===== config.mk =====
export PLATFORM = sky130hd
export DESIGN_NAME = phy_status_rx
export DESIGN_NICKNAME = d
export VERILOG_FILES = /design/src/rtl/phy_status_pkg.sv /design/src/rtl/phy_status_shift.sv /design/src/rtl/phy_status_ctrl.sv /design/src/rtl/phy_status_fields.sv /design/src/rtl/phy_status_rx.sv
export SDC_FILE = /design/constraint.sdc
export NUM_CORES = 1
export LEC_CHECK = 0
export ABC_AREA = 1
export BUFFER_PORTS_ARGS = -buffer_cell sky130_fd_sc_hd__buf_2
export CAP_MARGIN = 5
export CORE_MARGIN = 3
export CORE_UTILIZATION = 45
export DETAILED_ROUTE_END_ITERATION = 16
export PLACE_DENSITY = 0.65
export SYNTH_ARGS = -nofsm -noshare
export SYNTH_HDL_FRONTEND = slang
export SYNTH_SLANG_ARGS = --single-unit

===== constraint.sdc =====
create_clock -name clk -period 2.6 [get_ports clk]
set_input_delay 0.39 -clock clk [delete_from_list [all_inputs] [get_ports clk]]
set_output_delay 0.39 -clock clk [all_outputs]
set_load 0.02 [all_outputs]

===== src/rtl/phy_status_pkg.sv =====
package phy_status_pkg;
  localparam logic [1:0] CTL_IDLE   = 2'b00;
  localparam logic [1:0] CTL_STATUS = 2'b01;

  typedef enum logic [1:0] {
    ST_IDLE  = 2'd0,
    ST_SHIFT = 2'd1,
    ST_HOLD  = 2'd2
  } rx_state_t;
endpackage


===== src/rtl/phy_status_shift.sv =====
module phy_status_shift #(
  parameter int WORD_BITS = 16,
  parameter int LANE_BITS = 2,
  parameter int CNT_W     = 4
) (
  input  logic                 clk,
  input  logic                 rst,
  input  logic                 start,
  input  logic                 shift,
  input  logic [LANE_BITS-1:0] d,
  output logic [WORD_BITS-1:0] word_nxt,
  output logic [CNT_W-1:0]     cnt
);
  logic [WORD_BITS-1:0] sr;

  // the first beat of a word discards whatever the register held before
  always_comb begin
    if (start) word_nxt = {{(WORD_BITS-LANE_BITS){1'b0}}, d};
    else       word_nxt = {sr[WORD_BITS-LANE_BITS-1:0], d};
  end

  always_ff @(posedge clk) begin
    if (rst) begin
      sr  <= '0;
      cnt <= '0;
    end else if (start) begin
      sr  <= word_nxt;
      cnt <= CNT_W'(1);
    end else if (shift) begin
      sr  <= word_nxt;
      cnt <= cnt + CNT_W'(1);
    end
  end
endmodule


===== src/rtl/phy_status_ctrl.sv =====
module phy_status_ctrl
  import phy_status_pkg::*;
#(
  parameter int BEATS      = 8,
  parameter int FLAG_BEATS = 2,
  parameter int CNT_W      = 4
) (
  input  logic             clk,
  input  logic             rst,
  input  logic [1:0]       ctl,
  input  logic [CNT_W-1:0] cnt,
  output logic             start,
  output logic             shift,
  output logic             done,
  output logic             abort,
  output logic             flag_hit
);
  rx_state_t st, st_nxt;
  logic is_status, is_idle;

  assign is_status = (ctl == CTL_STATUS);
  assign is_idle   = (ctl == CTL_IDLE);

  assign start    = (st == ST_IDLE) && is_status;
  assign shift    = (st == ST_SHIFT) && is_status;
  assign abort    = (st == ST_SHIFT) && !is_status;
  assign done     = shift && (cnt == CNT_W'(BEATS-1));
  assign flag_hit = shift && (cnt == CNT_W'(FLAG_BEATS-1));

  always_comb begin
    st_nxt = st;
    unique case (st)
      ST_IDLE: begin
        if (is_status)     st_nxt = ST_SHIFT;
        else if (!is_idle) st_nxt = ST_HOLD;
      end
      ST_SHIFT: begin
        if (done)          st_nxt = ST_HOLD;
        else if (is_idle)  st_nxt = ST_IDLE;
        else if (abort)    st_nxt = ST_HOLD;
      end
      ST_HOLD: begin
        if (is_idle)       st_nxt = ST_IDLE;
      end
      default:             st_nxt = ST_IDLE;
    endcase
  end

  always_ff @(posedge clk) begin
    if (rst) st <= ST_IDLE;
    else     st <= st_nxt;
  end
endmodule


===== src/rtl/phy_status_fields.sv =====
module phy_status_fields #(
  parameter int WORD_BITS  = 16,
  parameter int FLAG_BITS  = 4,
  parameter int ADDR_BITS  = 4,
  parameter int DATA_BITS  = 8,
  parameter int ID_BITS    = 6,
  parameter int PHYID_ADDR = 0
) (
  input  logic                 clk,
  input  logic                 rst,
  input  logic [WORD_BITS-1:0] word,
  input  logic                 flag_hit,
  input  logic                 done,
  input  logic                 abort,
  output logic [FLAG_BITS-1:0] flags,
  output logic                 flags_valid,
  output logic [ADDR_BITS-1:0] reg_addr,
  output logic [DATA_BITS-1:0] reg_data,
  output logic                 reg_valid,
  output logic                 aborted,
  output logic [ID_BITS-1:0]   node_id
);
  logic [ADDR_BITS-1:0] w_addr;
  logic [DATA_BITS-1:0] w_data;
  logic [FLAG_BITS-1:0] w_flags_full;
  logic [FLAG_BITS-1:0] w_flags_early;

  // the flags lead the word and the data field trails it
  assign w_flags_full  = word[WORD_BITS-1 -: FLAG_BITS];
  assign w_addr        = word[WORD_BITS-FLAG_BITS-1 -: ADDR_BITS];
  assign w_data        = word[DATA_BITS-1:0];
  assign w_flags_early = word[FLAG_BITS-1:0];

  always_ff @(posedge clk) begin
    if (rst) begin
      flags       <= '0;
      flags_valid <= 1'b0;
      reg_addr    <= '0;
      reg_data    <= '0;
      reg_valid   <= 1'b0;
      aborted     <= 1'b0;
      node_id     <= '0;
    end else begin
      flags_valid <= flag_hit;
      reg_valid   <= done;
      aborted     <= abort;
      if (flag_hit) flags <= w_flags_early;
      if (done) begin
        flags    <= w_flags_full;
        reg_addr <= w_addr;
        reg_data <= w_data;
        if (w_addr == ADDR_BITS'(PHYID_ADDR))
          node_id <= w_data[DATA_BITS-1 -: ID_BITS];
      end
    end
  end
endmodule


===== src/rtl/phy_status_rx.sv =====
module phy_status_rx #(
  parameter int WORD_BITS  = 16,
  parameter int LANE_BITS  = 2,
  parameter int FLAG_BITS  = 4,
  parameter int ADDR_BITS  = 4,
  parameter int ID_BITS    = 6,
  parameter int PHYID_ADDR = 0
) (
  input  logic                                      clk,
  input  logic                                      rst,
  input  logic [1:0]                                ctl,
  input  logic [LANE_BITS-1:0]                      d,
  output logic [FLAG_BITS-1:0]                      flags,
  output logic                                      flags_valid,
  output logic [ADDR_BITS-1:0]                      reg_addr,
  output logic [WORD_BITS-FLAG_BITS-ADDR_BITS-1:0]  reg_data,
  output logic                                      reg_valid,
  output logic                                      aborted,
  output logic [ID_BITS-1:0]                        node_id
);
  localparam int DATA_BITS  = WORD_BITS - FLAG_BITS - ADDR_BITS;
  localparam int BEATS      = WORD_BITS / LANE_BITS;
  localparam int FLAG_BEATS = FLAG_BITS / LANE_BITS;
  localparam int CNT_W      = $clog2(BEATS + 1);

  logic                 start, shift, done, abort, flag_hit;
  logic [CNT_W-1:0]     cnt;
  logic [WORD_BITS-1:0] word_nxt;

  phy_status_ctrl #(
    .BEATS(BEATS), .FLAG_BEATS(FLAG_BEATS), .CNT_W(CNT_W)
  ) u_ctrl (
    .clk(clk), .rst(rst), .ctl(ctl), .cnt(cnt),
    .start(start), .shift(shift), .done(done),
    .abort(abort), .flag_hit(flag_hit)
  );

  phy_status_shift #(
    .WORD_BITS(WORD_BITS), .LANE_BITS(LANE_BITS), .CNT_W(CNT_W)
  ) u_shift (
    .clk(clk), .rst(rst), .start(start), .shift(shift), .d(d),
    .word_nxt(word_nxt), .cnt(cnt)
  );

  phy_status_fields #(
    .WORD_BITS(WORD_BITS), .FLAG_BITS(FLAG_BITS), .ADDR_BITS(ADDR_BITS),
    .DATA_BITS(DATA_BITS), .ID_BITS(ID_BITS), .PHYID_ADDR(PHYID_ADDR)
  ) u_fields (
    .clk(clk), .rst(rst), .word(word_nxt), .flag_hit(flag_hit),
    .done(done), .abort(abort),
    .flags(flags), .flags_valid(flags_valid),
    .reg_addr(reg_addr), .reg_data(reg_data), .reg_valid(reg_valid),
    .aborted(aborted), .node_id(node_id)
  );
endmodule


==> insert_results.sql, run 1 <==
INSERT INTO impl_metrics (metric_group, metric, value, unit) VALUES
('sta', 'finalMaxSlewViolations', '0', ''),
('global_routing', 'aggregate_global_route_resource_usage', '16.5', '%'),
('cts', 'cts.repair.resized', '0', ''),
('cts', 'clock_tree.htree_level_count', '2', ''),
('power', 'cellLeakagePower', '0.903', 'nW'),
('layout', 'post_route_cells_drive_above_1_share', '19.1', '%'),
('cts', 'clock_insertion_delay_worst_skew', '0.31', 'ns'),
('placement', 'number_of_port_buffers', '30', ''),
('critical_path', 'crit_top_cell', 'nor2_4', ''),
('run_status', 'run_status', 'finished, final reports clean', ''),
('critical_path', 'worst_setup_path_start_kind', 'flop', ''),
('cts', 'cts_inserted_buffers', '5', ''),
('critical_path', 'slowest_delay', '0.38', 'ns'),
('cts', 'cts_hold_repair.buffers', '0', ''),
('sta', 'finalSetupTns', '0', 'ns'),
('sta', 'max_clock_freq', '579', 'MHz'),
('floorplan', 'floorplan.initialDensity', '48.3', '%'),
('job', 'drv.max_cap_violation_count', '0', ''),
('cts', 'cts_setup_buffers', '0', ''),
('global_routing', 'antenna_violations_before_repair', '0', ''),
('critical_path', 'worstPathMaxFanout', '19', ''),
('power', 'netSwitchingFraction', '26.1', '%'),
('sta', 'hold_viol', '0', ''),
('logic_synthesis', 'ys_seq_area_share', '49.1', '%'),
('cts', 'clk_buf_depth', '2', ''),
('logic_synthesis', 'synthesized_nets', '250', ''),
('cts', 'cts_sinks', '45', ''),
('sta', 'shortest_clock_period_the_worst_path_allows_after_layout', '1.73', 'ns'),
('global_routing', 'grt_remaining_overflow', '0', ''),
('layout', 'area_growth_syn_to_layout', '14.3', '%'),
('placement', 'hpwl', '2800', 'um'),
('critical_path', 'critical_path_arrival', '1.93', 'ns'),
('route', 'num_vias', '1614', ''),
('route', 'route.antenna.remaining_nets', '0', ''),
('logic_synthesis', 'syn_inst', '242', ''),
('global_routing', 'grt_start_max_net_pins', '25', ''),
('power', 'share_comb_of_total_power', '5.5', '%'),
('logic_synthesis', 'syn_area', '1830', 'sq um'),
('sta', 'timing.max_slew.rel_slack', '48.1', '%'),
('power', 'net_sw_power', '321', 'uW'),
('cts', 'clock-root-buffer', 'clkbuf_8', ''),
('cts', 'tritoncts', 'built', ''),
('min_path', 'hold_path.class', 'in2reg', ''),
('route', 'detailedRoute.firstIterationViolations', '74', ''),
('sta', 'min_period_over_period', '66.5', '%'),
('placement', 'place_congestion', '0.791', ''),
('layout', 'nNetsFinal', '279', ''),
('floorplan', 'rows', '22', ''),
('layout', 'final_non_filler_cells', '320', ''),
('power', 'power.density_cell_area', '586', 'nW/um^2'),
('power', 'p_clk_share', '37.3', '%'),
('logic_synthesis', 'synth_seq_cells', '45', ''),
('placement', 'dpl.cell_count', '312', ''),
('layout', 'antenna_cells', '0', ''),
('critical_path', 'slowest_cp_cell', 'nor2_4', ''),
('global_routing', 'grt_first_pass_wirelength', '6420', 'um'),
('sta', 'final.setup_skew', '0.0139', 'ns'),
('floorplan', 'core_area', '3800', 'sq um'),
('critical_path', 'critical_path_class', 'reg2reg', ''),
('route', 'postRouteWirelength', '4030', 'um'),
('route', 'drc', '0', ''),
('route', 'vias_per_cell', '5.04', ''),
('logic_synthesis', 'synthesis.yosys.warnings', '0', ''),
('power', 'power_frac_seq', '57.2', '%'),
('route', 'drt_first_pass_iters', '4', ''),
('sta', 'tightestPinTransition', '0.771', 'ns'),
('power', 'p_int', '908', 'uW'),
('cts', 'clkSlewWorstSetupHoldPaths', '0.09', 'ns'),
('global_routing', 'number_of_global_route_vias_before_repair', '1342', ''),
('critical_path', 'timing.critical_path.buf_inv', '1', ''),
('critical_path', 'cpLargestDelayFamily', 'simple AND/OR/NAND/NOR gates', ''),
('floorplan', 'ios', '31', ''),
('power', 'worst_ir_drop_vdd', '363', 'uV'),
('sta', 'finalSetupViolations', '0', ''),
('floorplan', 'die_x', '69.8', 'um'),
('critical_path', 'crit_path_cell_trace', 'inv_2 -> nand2_2 -> nor2_4 -> nand2_4 -> nor2_4 -> nand3_1 -> nand2_1 -> nor2_1', ''),
('floorplan', 'fp.dieH', '69.8', 'um'),
('floorplan', 'dieArea', '4870', 'sq um'),
('critical_path', 'endpoint_kind', 'flop', ''),
('route', 'wl_per_cell', '12.6', 'um'),
('logic_synthesis', 'syn_area_per_cell', '7.57', 'sq um'),
('sta', 'unrepaired_setup_endpoints_after_global_routing', 'no', ''),
('critical_path', 'critPathRequiredTime', '2.80', 'ns'),
('logic_synthesis', 'synth.distinct_cells', '23', '');
==> cells in the mapped netlist <==
cell type  count  area (sq um)
a21oi_1       23           115
a31oi_1        1          6.26
buf_1          2          7.51
buf_2          3          15.0
buf_4          1          7.51
buf_6          1          11.3
clkbuf_1       2          7.51
dfxtp_1       45           901
ha_1           2          25.0
inv_1         15          56.3
inv_2          1          3.75
nand2_1       62           233
nand2_2        3          18.8
nand2_4        2          22.5
nand3_1       31           155
nor2_1        21          78.8
nor2_2         3          18.8
nor2_4         4          45.0
nor3_1         2          10.0
o21a_1         1          7.51
o21ai_0        8          40.0
o21ai_1        8          40.0
o31ai_1        1          7.51
==> metrics by stage <==
step                      hold slack (ns)  cell area, sq um  setup WS [ns]  total power [mW]  utilization [%]
after floorplan                     0.422              1830           1.29             0.768                -
after global placement              0.435              2000          0.757             0.786             52.7
after detailed placement            0.442              2000          0.732             0.786             52.7
after CTS                           0.327              2100          0.850              1.24             55.2
after global routing                0.360              2100          0.739              1.27             55.2
final                               0.336              2100          0.872              1.23             55.2
==> placed cells by master, fill, tap and decap left out, types with 4 or more instances in the layout <==
master	count
o21ai_1	8
dfxtp_1	45
nor2_1	21
clkbuf_8	5
nor2_4	4
buf_2	30
o21ai_0	8
a21oi_1	23
inv_1	15
nand2_1	62
nand3_1	31
==> final cells by class <==
cell class,instances,area (sq um)
multi-input combinational,172,823
timing repair buffer,31,158
fill,391,1700
clock inverter,3,25.0
inverter,16,60.1
sequential,45,901
clock buffer,5,68.8
tap,48,60.1
==> flip-flops by register name, summed over array words and instances, names as in the netlist <==
name,flops
u_ctrl.st,2
u_fields.aborted,1
u_fields.flags,4
u_fields.flags_valid,1
u_fields.node_id,6
u_fields.reg_addr,4
u_fields.reg_data,8
u_fields.reg_valid,1
u_shift.cnt,4
u_shift.sr,14
==> cell families after synthesis <==
kind of cell,after synthesis,share of synthesized area [%]
compound gates,42,11.8
fa+ha+maj,2,1.36
buf+inv,25,5.94
flops,45,49.1
simple gates,128,31.7
==> worst reg2reg max path: stages, from the launching register on <==
cell     delay [ns]
dfxtp_1        0.37
inv_2          0.10
nand2_2        0.08
nor2_4         0.38
nand2_4        0.23
nor2_4         0.24
nand3_1        0.09
nand2_1        0.09
nor2_1         0.05
==> routing by layer <==
metal / wire length [um] / global-route usage (%)
met5: 0 / 0
met4: 22 / 7.02
met1: 2070 / 23.7
met2: 1690 / 23.4
met3: 249 / 3.91
==> final timing paths <==
path,slack [ns],from,endpoint,cells past startpoint
max reg2reg,0.87,u_ctrl.st[1]$_SDFFE_PP0P_,u_fields.node_id[5]$_SDFFE_PP0P_,8
min,0.34,d[1],u_fields.flags[1]$_SDFFE_PP0P_,3
min reg2reg,0.46,u_shift.cnt[3]$_SDFFE_PP0P_,u_shift.cnt[3]$_SDFFE_PP0P_,1
max,0.87,u_ctrl.st[1]$_SDFFE_PP0P_,u_fields.node_id[5]$_SDFFE_PP0P_,8
==> power groups by stage <==
stage                     Clock (mW)  Sequential, mW  Combinational (mW)
final                          0.459           0.703              0.0670
after global routing           0.487           0.705              0.0748
after floorplan                    0           0.718              0.0506
after CTS                      0.467           0.703              0.0675
after global placement             0           0.719              0.0668
after detailed placement           0           0.719              0.0672
No activity file was read; power rests on OpenSTA's default activity.
==> run 2, diff against run 1 <==
Settings changed: ABC_AREA 1 to 0.
Clock period 2.6 ns to 1.6 ns, I/O delays scaled along.
==> insert_results.sql, run 2 <==
INSERT INTO impl_metrics (metric_group, metric, value, unit) VALUES
('run_status', 'run_status', 'finished, final reports clean', ''),
('layout', 'post_route_cells_drive_above_1_share', '23.2', '%'),
('placement', 'number_of_port_buffers', '30', ''),
('power', 'worst_ir_drop_vdd', '495', 'uV'),
('cts', 'cts_hold_repair.buffers', '0', ''),
('logic_synthesis', 'syn_inst', '218', ''),
('job', 'drv.max_cap_violation_count', '0', ''),
('route', 'wl_per_cell', '14.0', 'um'),
('route', 'route.antenna.remaining_nets', '0', ''),
('layout', 'multi_input_area', '912', 'sq um'),
('placement', 'hpwl', '2770', 'um'),
('layout', 'fillers', '385', ''),
('cts', 'cts_inserted_buffers', '5', ''),
('power', 'total_power', '2.08', 'mW'),
('placement', 'post_dp_cell_area', '2150', 'sq um'),
('global_routing', 'grt_remaining_overflow', '0', ''),
('layout', 'utilization', '55.5', '%'),
('sta', 'max_clock_freq', '654', 'MHz'),
('route', 'num_vias', '1636', ''),
('sta', 'layout_setup_ws', '0.0705', 'ns'),
('floorplan', 'rows', '23', ''),
('logic_synthesis', 'synth_largest_area_cell', 'dfxtp_1', ''),
('critical_path', 'endpoint_kind', 'flop', ''),
('sta', 'shortest_clock_period_the_worst_path_allows_after_layout', '1.53', 'ns'),
('logic_synthesis', 'synthesized_nets', '226', ''),
('logic_synthesis', 'ys_seq_area_share', '46.5', '%'),
('min_path', 'hold_path.class', 'in2reg', ''),
('layout', 'postLayoutCellArea', '2270', 'sq um'),
('cts', 'clock_tree.htree_level_count', '2', ''),
('route', 'postRouteWirelength', '4150', 'um'),
('global_routing', 'grt_first_pass_wirelength', '6930', 'um'),
('global_routing', 'antenna_violations_before_repair', '0', ''),
('sta', 'final.setup_skew', '0.00566', 'ns'),
('power', 'power.density_cell_area', '918', 'nW/um^2'),
('cts', 'clk_buf_depth', '2', ''),
('floorplan', 'dieArea', '5130', 'sq um'),
('critical_path', 'worst_reg2reg_setup_slack', '0.07', 'ns'),
('critical_path', 'r2r_end', 'u_fields.flags[2]$_SDFFE_PP0P_', ''),
('logic_synthesis', 'syn_area_per_cell', '8.88', 'sq um'),
('layout', 'area_growth_syn_to_layout', '17.0', '%'),
('global_routing', 'grt_start_max_net_pins', '33', ''),
('logic_synthesis', 'synth_top_area_share', '46.5', '%'),
('cts', 'clock_insertion_delay_worst_skew', '0.30', 'ns'),
('sta', 'tightestPinTransition', '0.283', 'ns'),
('logic_synthesis', 'synth.distinct_cells', '37', ''),
('logic_synthesis', 'synth_edf_count', '0', ''),
('route', 'drt_first_pass_iters', '4', ''),
('floorplan', 'floorplan.initialDensity', '47.4', '%'),
('sta', 'min_period_over_period', '95.6', '%'),
('sta', 'finalSetupViolations', '0', ''),
('critical_path', 'timing.reg2reg.worst_path_depth', '5', ''),
('sta', 'fin_worst_hold_slack', '0.168', 'ns'),
('sta', 'hold_viol', '0', ''),
('route', 'detailedRoute.firstIterationViolations', '99', ''),
('layout', 'largest_register_ffs', '14', ''),
('cts', 'clkSlewWorstSetupHoldPaths', '0.08', 'ns'),
('critical_path', 'worstPathMaxFanout', '8', ''),
('layout', 'final_common_cell', 'dfxtp_1', ''),
('sta', 'timing.max_slew.rel_slack', '80.9', '%'),
('critical_path', 'worst_setup_path_start_kind', 'flop', ''),
('logic_synthesis', 'ys.flop_type', 'dfxtp_1', ''),
('logic_synthesis', 'synth_seq_cells', '45', ''),
('layout', 'antenna_cells', '0', ''),
('cts', 'cts_setup_buffers', '0', ''),
('logic_synthesis', 'syn_area', '1940', 'sq um'),
('global_routing', 'aggregate_global_route_resource_usage', '17.0', '%'),
('floorplan', 'fp.dieH', '71.6', 'um'),
('critical_path', 'setup.worst_path.start', 'u_shift.cnt[0]$_SDFFE_PP0P_', ''),
('placement', 'place_congestion', '0.751', ''),
('floorplan', 'core_area', '4090', 'sq um'),
('logic_synthesis', 'most_frequent_cell_after_synthesis', 'dfxtp_1', ''),
('min_path', 'cell_count_of_the_worst_hold_path', '2', ''),
('logic_synthesis', 'synthesis.yosys.warnings', '0', ''),
('floorplan', 'die_x', '71.6', 'um'),
('layout', 'register_area', '901', 'sq um'),
('sta', 'finalMaxSlewViolations', '0', ''),
('logic_synthesis', 'synthArstFlopShare', '0', '%'),
('critical_path', 'critPathRequiredTime', '1.80', 'ns'),
('layout', 'final_cell_mix', '45 x dfxtp_1, 30 x buf_2, 29 x a21oi_1', ''),
('logic_synthesis', 'synth.top_cells.by_area', 'dfxtp_1 47%, a21oi_1 7.5%, nand3_1 4.1%', ''),
('cts', 'cts_sinks', '45', ''),
('sta', 'unrepaired_setup_endpoints_after_global_routing', 'yes', ''),
('cts', 'clock-root-buffer', 'clkbuf_8', ''),
('critical_path', 'r2r_start', 'u_shift.cnt[0]$_SDFFE_PP0P_', ''),
('power', 'cellLeakagePower', '0.840', 'nW'),
('logic_synthesis', 'yosys-top-cells-count', '45 x dfxtp_1, 29 x a21oi_1, 19 x nand2_1, 16 x nand3_1, 14 x o21ai_0', ''),
('route', 'drc', '0', ''),
('critical_path', 'critical_path_arrival', '1.73', 'ns'),
('cts', 'tritoncts', 'built', ''),
('layout', 'nNetsFinal', '254', ''),
('cts', 'cts.repair.resized', '0', ''),
('floorplan', 'ios', '31', ''),
('placement', 'dp_slack', '0.0892', 'ns'),
('layout', 'top_register', 'u_shift.sr', ''),
('global_routing', 'number_of_global_route_vias_before_repair', '1479', ''),
('min_path', 'hold_path_sink', 'u_fields.aborted$_SDFF_PP0_', ''),
('critical_path', 'critical_path_class', 'reg2reg', ''),
('min_path', 'timing.hold.worst.start', 'ctl[0]', ''),
('layout', 'largestRegisters', 'u_shift.sr x14, u_fields.reg_data x8, u_fields.node_id x6', ''),
('route', 'vias_per_cell', '5.53', '');
==> run 2: cell types whose count changed after synthesis, moves of 4 or more <==
cell / before / now
nand4b_1: 0 / 7
o21ai_1: 8 / 0
a21oi_1: 23 / 29
nor2_4: 4 / 0
nand2_1: 62 / 19
nand4_1: 0 / 10
inv_1: 15 / 5
nand3b_1: 0 / 8
nand2b_1: 0 / 8
nand3_1: 31 / 16
mux2i_1: 0 / 6
clkbuf_1: 2 / 9
o21ai_0: 8 / 14
nor2_1: 21 / 2
==> run 2: kinds of logic (layout without fill, tap and decap cells) <==
logic type | count (synthesis) | in the layout | share of synthesized area, %
compound gates | 56 | 56 | 17.1
fa+ha+maj | 2 | 2 | 1.29
buf+inv | 28 | 56 | 7.17
flops | 45 | 45 | 46.5
mux | 6 | 6 | 3.10
simple gates | 81 | 81 | 24.9
==> run 2: critical path: stages (launching register included) <==
cell      delay [ns]
dfxtp_1         0.34
ha_1            0.24
and4b_1         0.23
buf_4           0.17
o21a_1          0.22
o311ai_1        0.24
==> run 2: worst max path at each step <==
| stage | end | slack (ns) | depth (start not counted) |
|---|---|---|---|
| 2_1_floorplan | u_fields.node_id[0]$_SDFFE_PP0P_ | 0.15 | 6 |
| 3_3_place_gp | u_fields.node_id[5]$_SDFFE_PP0P_ | 0.13 | 4 |
| 3_5_place_dp | u_fields.flags[0]$_SDFFE_PP0P_ | 0.09 | 5 |
| 4_1_cts | u_fields.flags[0]$_SDFFE_PP0P_ | 0.05 | 5 |
| 5_1_grt | u_fields.flags[2]$_SDFFE_PP0P_ | -0.03 | 5 |
| 6_report | u_fields.flags[2]$_SDFFE_PP0P_ | 0.07 | 5 |
==> run 2: layout make-up <==
cell class,count,share of cell area (%)
Multi-Input combinational cell,145,40.3
Clock inverter,2,1.55
Timing Repair Buffer,44,11.8
Sequential cell,45,39.8
Clock buffer,5,3.04
Tap cell,50,2.76
Inverter,5,0.828
==> run 2: where the power goes <==
group / switching [mW] / internal [mW] / total (mW)
clock: 0.368 / 0.454 / 0.822
combinational: 0.0743 / 0.0471 / 0.121
sequential: 0.0119 / 1.13 / 1.14
total: 0.454 / 1.63 / 2.08
==> run 2: through the flow <==
stage | TNS (ns) | std cells
global placement | 0 | 289
finish | 0 | 296
detailed placement | 0 | 289
floorplan | 0 | 218
CTS | 0 | 296
global route | -0.0538 | 296
==> run 2: layer usage <==
| metal | vias to the layer above | wire (um) | global-route usage (%) |
|---|---|---|---|
| met1 | 773 | 1960 | 21.8 |
| met5 | - | 0 | 0 |
| met4 | 0 | 47 | 5.01 |
| met2 | 23 | 1990 | 27.3 |
| met3 | 7 | 155 | 5.33 |
| li1 | 833 | - | - |
